--- config.mk ---
export PLATFORM = sky130hd
export DESIGN_NAME = audio_conceal_top
export DESIGN_NICKNAME = d
export VERILOG_FILES = /design/src/rtl/audio_conceal_pkg.sv /design/src/rtl/conceal_lane.sv /design/src/rtl/out_shaper.sv /design/src/rtl/audio_conceal_top.sv
export SDC_FILE = /design/constraint.sdc
export NUM_CORES = 1
export LEC_CHECK = 0
export BUFFER_PORTS_ARGS = -buffer_cell sky130_fd_sc_hd__buf_4
export CAP_MARGIN = 30
export CORE_AREA = 2 2 131 196
export CTS_CLUSTER_SIZE = 30
export DETAILED_ROUTE_END_ITERATION = 8
export DIE_AREA = 0 0 133 198
export SYNTH_ARGS = -nofsm -noshare
export SYNTH_HDL_FRONTEND = slang
export SYNTH_HIERARCHICAL = 1
export SYNTH_SLANG_ARGS = --single-unit
--- constraint.sdc ---
create_clock -name clk -period 3.65 [get_ports clk]
set_input_delay 0.365 -clock clk [delete_from_list [all_inputs] [get_ports clk]]
set_output_delay 0.365 -clock clk [all_outputs]
set_load 0.02 [all_outputs]
--- src/rtl/audio_conceal_pkg.sv ---
`timescale 1ns/1ps
package audio_conceal_pkg;

    localparam int unsigned SMP_W = 16;

    typedef logic signed [SMP_W-1:0] smp_t;

    typedef struct packed {
        logic err;
        smp_t val;
    } tagged_t;

    typedef enum logic [1:0] {
        ACT_PASS = 2'd0,
        ACT_MEAN = 2'd1,
        ACT_HOLD = 2'd2
    } act_e;

    function automatic smp_t mean2(input smp_t a, input smp_t b);
        logic signed [SMP_W:0] s;
        s = {a[SMP_W-1], a} + {b[SMP_W-1], b};
        return s[SMP_W:1];
    endfunction

    function automatic smp_t shrink(input smp_t a, input int unsigned sh);
        return a >>> sh;
    endfunction

endpackage

--- src/rtl/conceal_lane.sv ---
`timescale 1ns/1ps
module conceal_lane
    import audio_conceal_pkg::*;
(
    input  logic    clk,
    input  logic    rst,
    input  logic    load,
    input  logic    bypass,
    input  tagged_t nxt,
    output logic    emit,
    output smp_t    fixed,
    output logic    fixed_err
);

    tagged_t held_q;
    logic    primed_q;
    smp_t    prev_q;
    act_e    act;

    always_comb begin
        if (bypass || !held_q.err) begin
            act = ACT_PASS;
        end else if (nxt.err) begin
            act = ACT_HOLD;
        end else begin
            act = ACT_MEAN;
        end
    end

    always_comb begin
        unique case (act)
            ACT_MEAN: fixed = mean2(prev_q, nxt.val);
            ACT_HOLD: fixed = prev_q;
            default:  fixed = held_q.val;
        endcase
    end

    assign emit      = load && primed_q;
    assign fixed_err = held_q.err;

    always_ff @(posedge clk) begin
        if (rst) begin
            held_q   <= '0;
            primed_q <= 1'b0;
            prev_q   <= '0;
        end else if (load) begin
            held_q   <= nxt;
            primed_q <= 1'b1;
            if (primed_q) begin
                prev_q <= fixed;
            end
        end
    end

endmodule

--- src/rtl/out_shaper.sv ---
`timescale 1ns/1ps
module out_shaper
    import audio_conceal_pkg::*;
#(
    parameter int unsigned ZC_BITS = 6,
    parameter int unsigned ATT_SH  = 2
) (
    input  logic clk,
    input  logic rst,
    input  logic emit,
    input  logic emit_left,
    input  smp_t emit_val,
    input  logic emit_err,
    input  logic cfg_zc_en,
    input  logic cfg_atten,
    input  logic mute_in,
    output logic out_valid,
    output logic out_left,
    output smp_t out_data,
    output logic out_err
);

    logic zc_hit_q;
    logic near_zero;
    smp_t shaped;

    assign near_zero = (emit_val[SMP_W-1 -: ZC_BITS] == {ZC_BITS{1'b1}});

    always_comb begin
        if (cfg_atten) begin
            shaped = shrink(emit_val, ATT_SH);
        end else if (mute_in) begin
            if (cfg_zc_en && !(zc_hit_q || near_zero)) begin
                shaped = emit_val;
            end else begin
                shaped = '0;
            end
        end else begin
            shaped = emit_val;
        end
    end

    always_ff @(posedge clk) begin
        if (rst) begin
            zc_hit_q <= 1'b0;
        end else if (!mute_in) begin
            zc_hit_q <= 1'b0;
        end else if (emit && cfg_zc_en && near_zero) begin
            zc_hit_q <= 1'b1;
        end
    end

    always_ff @(posedge clk) begin
        if (rst) begin
            out_valid <= 1'b0;
            out_left  <= 1'b0;
            out_data  <= '0;
            out_err   <= 1'b0;
        end else begin
            out_valid <= emit;
            if (emit) begin
                out_left <= emit_left;
                out_data <= shaped;
                out_err  <= emit_err;
            end
        end
    end

endmodule

--- src/rtl/audio_conceal_top.sv ---
`timescale 1ns/1ps
module audio_conceal_top
    import audio_conceal_pkg::*;
#(
    parameter int unsigned ZC_BITS = 6,
    parameter int unsigned ATT_SH  = 2
) (
    input  logic             clk,
    input  logic             rst,
    input  logic             in_valid,
    input  logic             in_left,
    input  logic [SMP_W-1:0] in_data,
    input  logic             in_err,
    input  logic             cfg_bypass,
    input  logic             cfg_zc_en,
    input  logic             cfg_atten,
    input  logic             mute_in,
    output logic             out_valid,
    output logic             out_left,
    output logic [SMP_W-1:0] out_data,
    output logic             out_err
);

    localparam int unsigned N_CH = 2;

    tagged_t         nxt;
    logic [N_CH-1:0] emit_v;
    logic [N_CH-1:0] err_v;
    smp_t            fix_v [N_CH];
    smp_t            sel_val;
    smp_t            shaped_out;

    assign nxt.err = in_err;
    assign nxt.val = smp_t'(in_data);

    for (genvar g = 0; g < N_CH; g++) begin : g_lane
        conceal_lane u_lane (
            .clk       (clk),
            .rst       (rst),
            .load      (in_valid && (in_left == g[0])),
            .bypass    (cfg_bypass),
            .nxt       (nxt),
            .emit      (emit_v[g]),
            .fixed     (fix_v[g]),
            .fixed_err (err_v[g])
        );
    end

    assign sel_val = in_left ? fix_v[1] : fix_v[0];

    out_shaper #(
        .ZC_BITS (ZC_BITS),
        .ATT_SH  (ATT_SH)
    ) u_shape (
        .clk       (clk),
        .rst       (rst),
        .emit      (|emit_v),
        .emit_left (in_left),
        .emit_val  (sel_val),
        .emit_err  (in_left ? err_v[1] : err_v[0]),
        .cfg_zc_en (cfg_zc_en),
        .cfg_atten (cfg_atten),
        .mute_in   (mute_in),
        .out_valid (out_valid),
        .out_left  (out_left),
        .out_data  (shaped_out),
        .out_err   (out_err)
    );

    assign out_data = shaped_out;

endmodule

# --- After elaboration in Yosys (flattened, before gate mapping) ---
# Cells that the tools add are included.
op_classes:
  addsub: 2
  eq_ne: 5
  mux: 10
  n_bitwise: 2
  reduce_logical: 17
ops:
  columns: ["operator", "count"]
  rows:
  - ["16-bit 2-to-1 mux", 4]
  - ["16-bit one-hot mux with 2 select lines", 2]
  - ["16-bit by 16-bit adder with 17-bit output", 2]
  - ["1-bit logical AND", 7]
  - ["6-bit == test (second input constant)", 1]
  - ["2-bit 2-to-1 mux", 3]
  - ["2-bit by 1-bit == test with 1-bit output (second input constant)", 2]
  - ["2-bit == test (second input constant)", 2]
  - ["2-bit AND reduction", 2]
  - ["2-bit OR reduction", 2]
  - ["1-bit zero test", 3]
  - ["1-bit logical OR", 3]
  - ["1-bit inverter", 2]
  - ["1-bit 2-to-1 mux", 1]
word_totals:
  reg_bits: 88
  in_bits: 25
  output_inout_bits: 19
  word_cells: 49

# --- Depth between registers and ports, before layout ---
# Gate-level depths: netlist of run 1.
depth:
  word_depth: 13
  depth_mapped: 14
  ltp_nobuf: 14

# --- Hierarchy ---
# Netlist of run 1, hierarchy kept.
by_module_without_submodules:
  columns: ["mod", "instances", "cells_per_inst", "area_each_um2", "seq_area_each_um2"]
  rows:
  - ["conceal_lane (g_lane[1].u_lane)", 1, 301, 2471.1, 680.7]
  - ["conceal_lane (g_lane[0].u_lane)", 1, 297, 2356.0, 680.7]
  - ["out_shaper", 1, 132, 975.9, 400.4]
  - ["audio_conceal_top", 1, 22, 275.3, 0.0]

# --- Worst setup path after synthesis of run 1 ---
# Ideal clock, no wire load.
synth_timing:
  path_kind: "in2reg"
  startpoint: "input port in_data[2]"
  endpoint: "register u_shape.out_data[12]"
  setup_time_ns: 0.074
  arrival_ns: 2.755
  t_required_ns: 3.576
  setup_slack_ns: 0.821
  path_stages: 12
  path_buffers: 1
  path_cell_list: "ha_1 nor2b_1 o31a_1 o21a_1 o41ai_1 mux2i_1 nand2_1 mux2_2 nand3_1 o21ai_2 buf_6 a31oi_1"
synth_rtl:
  columns: ["element", "line_no", "source"]
  rows:
  - ["start, declared", "audio_conceal_top.sv:12", "input logic [SMP_W-1:0] in_data,"]
  - ["end signal, assigned", "out_shaper.sv:63", "out_data <= shaped;"]
  - ["end, declared", "out_shaper.sv:19", "output smp_t out_data,"]

==> results of run 1 <==
-- per-stage QoR --
step           cells  setup slack, ns  utilization, %
2_1_floorplan    752           0.8211               -
3_3_place_gp    1096           0.3022           26.90
3_5_place_dp    1096           0.2977           26.90
4_1_cts         1112           0.4119           28.11
5_1_grt         1112           0.1746           28.11
6_report        1112           0.3964           28.11
-- cells by family after synthesis --
group | after synthesis | share of synthesized area (%)
buf+inv | 57 | 5.290
flops | 88 | 28.98
simple gates | 290 | 21.94
xor+xnor | 10 | 1.441
mux | 64 | 11.47
fa+ha+maj | 32 | 6.834
compound gates | 211 | 24.04
-- worst max-delay path by stage --
stage               depth (start not counted)  slack (ns)                       start                    to
detailed placement                         12        0.30                  in_data[7]   u_shape/out_data[4]
CTS                                        13        0.41  g_lane[1].u_lane/prev_q[0]   u_shape/out_data[4]
global placement                           12        0.30                  in_data[7]   u_shape/out_data[3]
floorplan                                  12        0.82                  in_data[2]  u_shape/out_data[12]
global route                               13        0.17  g_lane[1].u_lane/prev_q[0]   u_shape/out_data[4]
finish                                     13        0.40  g_lane[1].u_lane/prev_q[0]   u_shape/out_data[4]
-- state kept, by name, indices dropped and copies added (netlist names) --
register                 flops
u_shape/out_left             1
g_lane.u_lane/primed_q       2
u_shape/out_data            16
u_shape/zc_hit_q             1
u_shape/out_err              1
g_lane.u_lane/held_q        32
g_lane.u_lane/prev_q        32
g_lane.u_lane/fixed_err      2
u_shape/out_valid            1
-- area by class of cell --
type                            instances  area share (%)
Multi-Input combinational cell        607           57.35
Inverter                               13          0.7004
Timing Repair Buffer                   60           6.466
Tap cell                              328           5.891
Clock buffer                           12           3.538
Clock inverter                          4          0.7723
Sequential cell                        88           25.29
-- per-layer routing --
layer / track usage, % / vias to the layer above
li1: - / 2771
met1: 16.12 / 2659
met2: 25.12 / 166
met3: 2.304 / 33
met4: 7.129 / 0
met5: 0 / -
-- synth_stat cells (6+ instances only) --
master / instances / area share [%]
dfxtp_1: 88 / 29
nand4_1: 6 / 0.62
and3_1: 16 / 1.6
a21oi_1: 47 / 3.9
nand3_1: 14 / 1.2
o21a_1: 16 / 2.0
o21ai_0: 47 / 3.9
a31oi_1: 22 / 2.3
o31ai_1: 8 / 0.99
mux2_4: 8 / 2.0
nand2b_1: 6 / 0.62
buf_2: 8 / 0.66
mux2i_1: 43 / 7.1
nor2_1: 104 / 6.4
mux2_2: 13 / 2.4
nor2b_1: 6 / 0.62
a21o_1: 8 / 0.99
inv_1: 12 / 0.74
nand2_1: 92 / 5.7
nor3_1: 17 / 1.4
ha_1: 30 / 6.2
clkbuf_1: 22 / 1.4
-- power breakdown --
group | leakage, nW | internal (mW) | switching [mW]
clock | 0.139 | 0.552 | 0.410
combinational | 2.03 | 0.166 | 0.260
sequential | 0.716 | 0.997 | 0.0216
total | 2.89 | 1.71 | 0.691
-- critical path, cell delays in order, from the launching register on --
cell and delay (ns):
dfxtp_1 0.38, nand2_1 0.10, fa_1 0.43, nor2b_4 0.17, o211ai_1 0.16, a31oi_4 0.28
a31oi_4 0.13, o311ai_1 0.41, o22a_2 0.19, mux2_2 0.19, nand3_1 0.10, o21ai_2 0.23
buf_4 0.23, a31oi_1 0.10
==> results.toml, run 1 <==
[place]
postPlaceCellArea_um2 = 6666
hpwl_mm = 13.67
routabilityCongestion = 0.8990
numPortBuffers = 43

[sta]
drv_slew = 0
worstMarginPinSlew_ns = 0.8744
final-setup-viol-count = 0
fin_worst_skew_ns = 0.01523
timing.final.crit_share_pct = 89.14
clock.fmax_ghz = 0.3074
rsz0062_at_grt = "no"
max_slew_margin_pct = 41.71
timing.setup.tns_ns = 0
period_minus_slack_ns = 3.254
finalHoldViolations = 0
holdWs_ns = 0.3121

[floorplanning]
fp.dieH_um = 198
start_util_pct = 24.52
io_pins = 44
fp.coreArea_um2 = 24790
die_w_um = 133
num_rows = 71
die_area_um2 = 26330

[worst_setup_path]
start_kind = "register"
end_kind = "register"
cp.required_ns = 3.83
cp_max_fo = 11
crit_type = "reg -> reg"
critical_path_arrival_ns = 3.44
reg2reg_from = "g_lane[1].u_lane/prev_q[0]"
timing.rr.end = "u_shape/out_data[4]"
r2r_slack_ns = 0.40
reg2reg_depth = 13

[final_layout]
area_growth_pct = 14.62
finalInstanceArea_um2 = 6967
layout_common_cells = "104 x nor2_1, 92 x nand2_1, 88 x dfxtp_1"
mostFrequentLayoutCell = "nor2_1"
drive_above_1_share_pct = 16.45
multiInputGateArea_um2 = 3995
fin_nets = 836
diodes = 0
n_fill_cell = 2631
seq_area_um2 = 1762

[clock_tree]
cts_root_buf = "clkbuf_16"
cts_buffers = 9
htreeDepth = 3
cts.path.max_buffers = 2
cts_hold_buf = 0
clk_pin_slew_ns = 0.07
insertion_delay_ns = 0.35
cts_sinks = 88
cts_tree = "built"
cts_resized = 0
post_cts_buffers = 0

[synthesis]
synth_area_per_cell_um2 = 8.083
post_synth_num_cell_types = 87
synth_nets = 809
ys.flop_type = "dfxtp_1"
synth_warnings = 6
synth_seq_cells = 88
async_reset_ff_share_pct = 0
synth-edff-count = 0
synth_area_um2 = 6078
yosysSeqAreaShare_pct = 28.98
syn_inst = 752

[routing]
wl_mm = 18.58
drt_iter0_drc = 341
postRouteAntennaNets = 0
dr_wl_met3_um = 961
drc_errors = 0
routedWlPerCell_um = 16.71
first_pass_iters = 5
wl_met1_mm = 7.566
wl_met2_mm = 9.231
num_vias = 5629
top_layer_used = "met4"
routed_via_density = 5.062

[pwr]
power_density_nw_per_um2 = 345.3
finalPower_mw = 2.406
p_leak_nw = 2.886
ir_worst_vdd_mv = 0.2022

[hold_path]
holdPathStages = 3
min-delay-start = "in_data[3]"
holdPathEnd = "g_lane[1].u_lane/held_q[3]"
min_path_type = "in -> reg"

[outcome]
status = "finished, final reports clean"

[global_routing]
grt_max_degree = 52
grt_pass1_vias = 5380
grtUsageTotal_pct = 14.07
grt_pass1_wl_mm = 29.33
gr-total-overflow = 0
antenna_found_initial = 0

[run]
maxCapViolations = 0
Note: power is estimated with default switching activity, not from simulation.
==> run 2, diff against run 1 <==
--- a/config.mk
+++ b/config.mk
@@ -11,6 +11,7 @@
 export CTS_CLUSTER_SIZE = 30
 export DETAILED_ROUTE_END_ITERATION = 8
 export DIE_AREA = 0 0 133 198
+export PLACE_DENSITY_LB_ADDON = 0.3
 export SYNTH_ARGS = -nofsm -noshare
 export SYNTH_HDL_FRONTEND = slang
 export SYNTH_HIERARCHICAL = 1
==> constraint.sdc (replaced) <==
create_clock -name clk -period 3.7 [get_ports clk]
set_input_delay 0.37 -clock clk [delete_from_list [all_inputs] [get_ports clk]]
set_output_delay 0.37 -clock clk [all_outputs]
set_load 0.02 [all_outputs]
==> run 2 against run 1 <==
Net effect: cell area about the same; worst hold slack worse by 0.011 ns; first-iteration DRC count up 2.6%; register-to-register slack worse by 0.16 ns; routed wire length up 11%; highest routed layer unchanged.
==> results.toml, run 2 (synthesized netlist as in run 1, its figures left out) <==
[clock_tree]
insertion_delay_ns = 0.35
cts.path.max_buffers = 2
cts_sinks = 88
cts_buffers = 9
cts_resized = 0
clk_pin_slew_ns = 0.07
cts_hold_buf = 0
cts_tree = "built"
post_cts_buffers = 0
htreeDepth = 3
cts_root_buf = "clkbuf_16"

[final_layout]
layout_common_cells = "104 x nor2_1, 92 x nand2_1, 88 x dfxtp_1"
fin_nets = 837
area_growth_pct = 14.53
largest_registers = "g_lane.u_lane/held_q (32), g_lane.u_lane/prev_q (32), u_shape/out_data (16)"
drive_above_1_share_pct = 16.58
final_cells = 1112
mostFrequentLayoutCell = "nor2_1"
diodes = 0

[global_routing]
grt_max_degree = 39
gr-total-overflow = 0
grtUsageTotal_pct = 15.95
grt_pass1_vias = 5573
antenna_found_initial = 0
grt_pass1_wl_mm = 32.26

[floorplanning]
die_w_um = 133
fp.coreArea_um2 = 24790
io_pins = 44
die_area_um2 = 26330
start_util_pct = 24.52
num_rows = 71
fp.dieH_um = 198

[sta]
timing.setup.tns_ns = 0
setup_slack_ns = 0.2394
holdWs_ns = 0.3012
max_slew_margin_pct = 51.61
final-setup-viol-count = 0
clock.fmax_ghz = 0.2890
period_minus_slack_ns = 3.461
fin_worst_skew_ns = 0.009771
finalHoldViolations = 0
rsz0062_at_grt = "no"
worstMarginPinSlew_ns = 0.7257
timing.final.crit_share_pct = 93.53
drv_slew = 0

[routing]
first_pass_iters = 7
wl_mm = 20.59
routed_via_density = 5.064
routedWlPerCell_um = 18.52
drt_iter0_drc = 350
num_vias = 5631
postRouteAntennaNets = 0
drc_errors = 0

[worst_setup_path]
crit_type = "reg -> reg"
critical_path.cell_chain = "inv_1 -> fa_1 -> nor2b_4 -> o211ai_1 -> a31oi_4 -> a31oi_4 -> o311ai_1 -> o22a_2 -> mux2_2 -> nand3_1 -> o21ai_2 -> a311oi_1"
cpMaxStageDelayCell = "o21ai_2"
critical_path_arrival_ns = 3.66
r2r_slack_ns = 0.24
reg2reg_from = "g_lane[1].u_lane/prev_q[1]"
end_kind = "register"
crit_top_cell = "a31oi_4"
cp.required_ns = 3.90
cp_max_fo = 15
crit_path_end = "u_shape/out_data[13]"
timing.rr.end = "u_shape/out_data[13]"
reg2reg_depth = 12
crit_start = "g_lane[1].u_lane/prev_q[1]"
max_stage_delay_ns = 0.58
start_kind = "register"

[pwr]
p_int_mw = 1.669
seq_power_share_pct = 42.5
pwr-share-clk_pct = 39.2
switching_power_mw = 0.6962
power_density_nw_per_um2 = 339.7
swShare_pct = 29.44
comb_power_share_pct = 18.3
ir_worst_vdd_mv = 0.1935
p_leak_nw = 2.887

[outcome]
status = "finished, final reports clean"

[place]
numPortBuffers = 43
routabilityCongestion = 0.8543
dp_slack_ns = 0.1408
dp.cells = 1097
hpwl_mm = 15.40

[hold_path]
min_path_type = "in -> reg"

[run]
maxCapViolations = 0
run 2: worst max-delay path: cells and delay by family, from the launching register on:
family / cells / cell delay (ns)
DFF: 1 / 0.38
buffers and inverters: 1 / 0.08
muxes: 1 / 0.21
AOI/OAI and AO/OA: 7 / 1.92
adders and majority gates: 1 / 0.45
and+or+nand+nor: 2 / 0.26
run 2: worst min-delay path by stage:
stage | from | to | slack, ns | depth (start not counted)
finish | in_data[2] | g_lane[0].u_lane/held_q[2] | 0.30 | 3
CTS | in_data[2] | g_lane[0].u_lane/held_q[2] | 0.30 | 3
global placement | g_lane[0].u_lane/primed_q | g_lane[0].u_lane/primed_q | 0.45 | 2
floorplan | g_lane[0].u_lane/primed_q | g_lane[0].u_lane/primed_q | 0.43 | 2
global route | mute_in | u_shape/zc_hit_q | 0.33 | 2
detailed placement | g_lane[0].u_lane/primed_q | g_lane[0].u_lane/primed_q | 0.46 | 2
run 2: metrics by stage:
| stage | utilization (%) | power, mW | instance area, um^2 |
|---|---|---|---|
| final | 28.09 | 2.365 | 6962 |
| after global placement | 26.93 | 1.457 | 6674 |
| after floorplan | - | 1.312 | 6078 |
| after detailed placement | 26.93 | 1.459 | 6674 |
| after CTS | 28.09 | 2.393 | 6962 |
| after global routing | 28.09 | 2.473 | 6962 |
run 2: final cells by class:
class                           count  area (um^2)
Multi-Input combinational cell    607         3995
Clock buffer                       10        229.0
Fill cell                        2670        17820
Clock inverter                      5        58.81
Tap cell                          328        410.4
Timing Repair Buffer               61        457.9
Sequential cell                    88         1762
Inverter                           13        48.80
run 2: power groups by stage:
stage | Combinational, mW | Sequential (mW) | Clock (mW)
after floorplan | 0.279 | 1.03 | 0
after global placement | 0.431 | 1.03 | 0
after detailed placement | 0.433 | 1.03 | 0
after CTS | 0.435 | 1.00 | 0.953
after global routing | 0.474 | 1.01 | 0.989
final | 0.433 | 1.01 | 0.926
run 2: layer usage:
layer / vias to the layer above / track usage [%] / share of wire, %
met5: - / 0 / 0
met4: 0 / 9.717 / 6.0
met3: 45 / 2.560 / 4.2
met2: 148 / 29.13 / 51
met1: 2672 / 17.14 / 39
li1: 2766 / - / -
==> run 3, diff against run 2 <==
--- a/config.mk
+++ b/config.mk
@@ -8,6 +8,7 @@
 export BUFFER_PORTS_ARGS = -buffer_cell sky130_fd_sc_hd__buf_4
 export CAP_MARGIN = 30
 export CORE_AREA = 2 2 131 196
+export CTS_BUF_LIST = sky130_fd_sc_hd__clkbuf_16
 export CTS_CLUSTER_SIZE = 30
 export DETAILED_ROUTE_END_ITERATION = 8
 export DIE_AREA = 0 0 133 198
==> run 3 against run 2 <==
Net effect: die area stayed put; worst hold slack hardly changed; worst setup slack better by 0.0023 ns; sequential share of layout area stayed put; core utilization stayed put; total power hardly changed; routed wire length hardly changed; critical endpoint unchanged; combinational power hardly changed.
==> results.toml, run 3 (synthesized netlist as in run 1, its figures left out) <==
[sta]
finalHoldViolations = 0
max_slew_margin_pct = 51.56
fin_worst_skew_ns = 0.009954
clock.fmax_ghz = 0.2892
period_minus_slack_ns = 3.458
timing.setup.tns_ns = 0
worstMarginPinSlew_ns = 0.7265
drv_slew = 0
timing.final.crit_share_pct = 93.47
final-setup-viol-count = 0
rsz0062_at_grt = "no"

[worst_setup_path]
cp_max_fo = 15
start_kind = "register"
critical_path_arrival_ns = 3.66
end_kind = "register"
cp.required_ns = 3.90
crit_type = "reg -> reg"

[final_layout]
mostFrequentLayoutCell = "nor2_1"
largest_registers = "g_lane.u_lane/held_q (32), g_lane.u_lane/prev_q (32), u_shape/out_data (16)"
final_cells = 1112
diodes = 0
drive_above_1_share_pct = 16.58
layout_common_cells = "104 x nor2_1, 92 x nand2_1, 88 x dfxtp_1"
fin_nets = 837
n_fill_cell = 2670
area_growth_pct = 14.53

[global_routing]
grt_pass1_vias = 5573
gr-total-overflow = 0
grtUsageTotal_pct = 15.95
grt_max_degree = 39
grt_pass1_wl_mm = 32.26
antenna_found_initial = 0

[clock_tree]
cts_tree = "built"
cts_sinks = 88
cts_buffers = 9
cts_resized = 0
cts_hold_buf = 0
htreeDepth = 3
clk_pin_slew_ns = 0.07
insertion_delay_ns = 0.35
cts.path.max_buffers = 2
post_cts_buffers = 0
cts_root_buf = "clkbuf_16"

[pwr]
seq_power_share_pct = 42.5
pwr-share-clk_pct = 39.1
ir_worst_vdd_mv = 0.1936
comb_power_share_pct = 18.3
swShare_pct = 29.51
power_density_nw_per_um2 = 339.5
switching_power_mw = 0.6975
p_int_mw = 1.666
p_leak_nw = 2.891

[hold_path]
min_path_type = "in -> reg"

[floorplanning]
fp.coreArea_um2 = 24790
io_pins = 44
die_w_um = 133
start_util_pct = 24.52
num_rows = 71
die_area_um2 = 26330
fp.dieH_um = 198

[routing]
routedWlPerCell_um = 18.50
routed_via_density = 5.071
postRouteAntennaNets = 0
drc_errors = 0
first_pass_iters = 7
wl_mm = 20.58
num_vias = 5639
drt_iter0_drc = 357

[place]
numPortBuffers = 43
routabilityCongestion = 0.8543
hpwl_mm = 15.40
dp.cells = 1097

[outcome]
status = "finished, final reports clean"

[run]
maxCapViolations = 0
==> run 3: worst paths after layout <==
| path | start | endpoint | slack (ns) | cells after the start |
|---|---|---|---|---|
| min reg2reg | g_lane[0].u_lane/primed_q | g_lane[0].u_lane/primed_q | 0.47 | 2 |
| max | g_lane[1].u_lane/prev_q[1] | u_shape/out_data[13] | 0.24 | 12 |
| max reg2reg | g_lane[1].u_lane/prev_q[1] | u_shape/out_data[13] | 0.24 | 12 |
| min | in_data[2] | g_lane[0].u_lane/held_q[2] | 0.30 | 3 |
==> run 3: cell type report <==
cell class / count / area (um^2) / share of cell area [%]
clock buffers: 9 / 225.2 / 3.235
clock inverters: 6 / 62.56 / 0.8986
inverters: 13 / 48.80 / 0.7009
multi-input cells: 607 / 3995 / 57.39
flip-flops and latches: 88 / 1762 / 25.31
well taps: 328 / 410.4 / 5.895
repair buffers: 61 / 457.9 / 6.578
==> run 3: power groups by stage <==
| stage | logic [mW] | registers [mW] | clock network, mW |
|---|---|---|---|
| after floorplan | 0.279 | 1.03 | 0 |
| after global routing | 0.474 | 1.01 | 0.986 |
| after CTS | 0.435 | 1.01 | 0.950 |
| final | 0.433 | 1.01 | 0.925 |
| after detailed placement | 0.433 | 1.03 | 0 |
| after global placement | 0.431 | 1.03 | 0 |
==> run 3: layer usage <==
layer	wire length, um	up-vias	GRT usage [%]
met4	1206	0	9.717
met1	8062	2686	17.14
li1	-	2769	-
met3	826	41	2.560
met5	0	-	0
met2	10480	143	29.13
==> run 3: stage by stage <==
stage,worst slack (ns),utilization (%),hold WS [ns],power [mW],instance area (um^2)
5_1_grt,0.05410,28.09,0.3309,2.470,6962
2_1_floorplan,0.8661,-,0.4347,1.312,6078
3_3_place_gp,0.1996,26.93,0.4495,1.457,6674
4_1_cts,0.2743,28.09,0.2969,2.389,6962
6_report,0.2417,28.09,0.3015,2.363,6962
3_5_place_dp,0.1408,26.93,0.4630,1.459,6674
==> run 3: worst max-delay path, cell delays in order, from the launching register on <==
cell	delay (ns)
dfxtp_1	0.38
inv_1	0.08
fa_1	0.45
nor2b_4	0.16
o211ai_1	0.16
a31oi_4	0.28
a31oi_4	0.13
o311ai_1	0.37
o22a_2	0.22
mux2_2	0.20
nand3_1	0.10
o21ai_2	0.58
a311oi_1	0.18
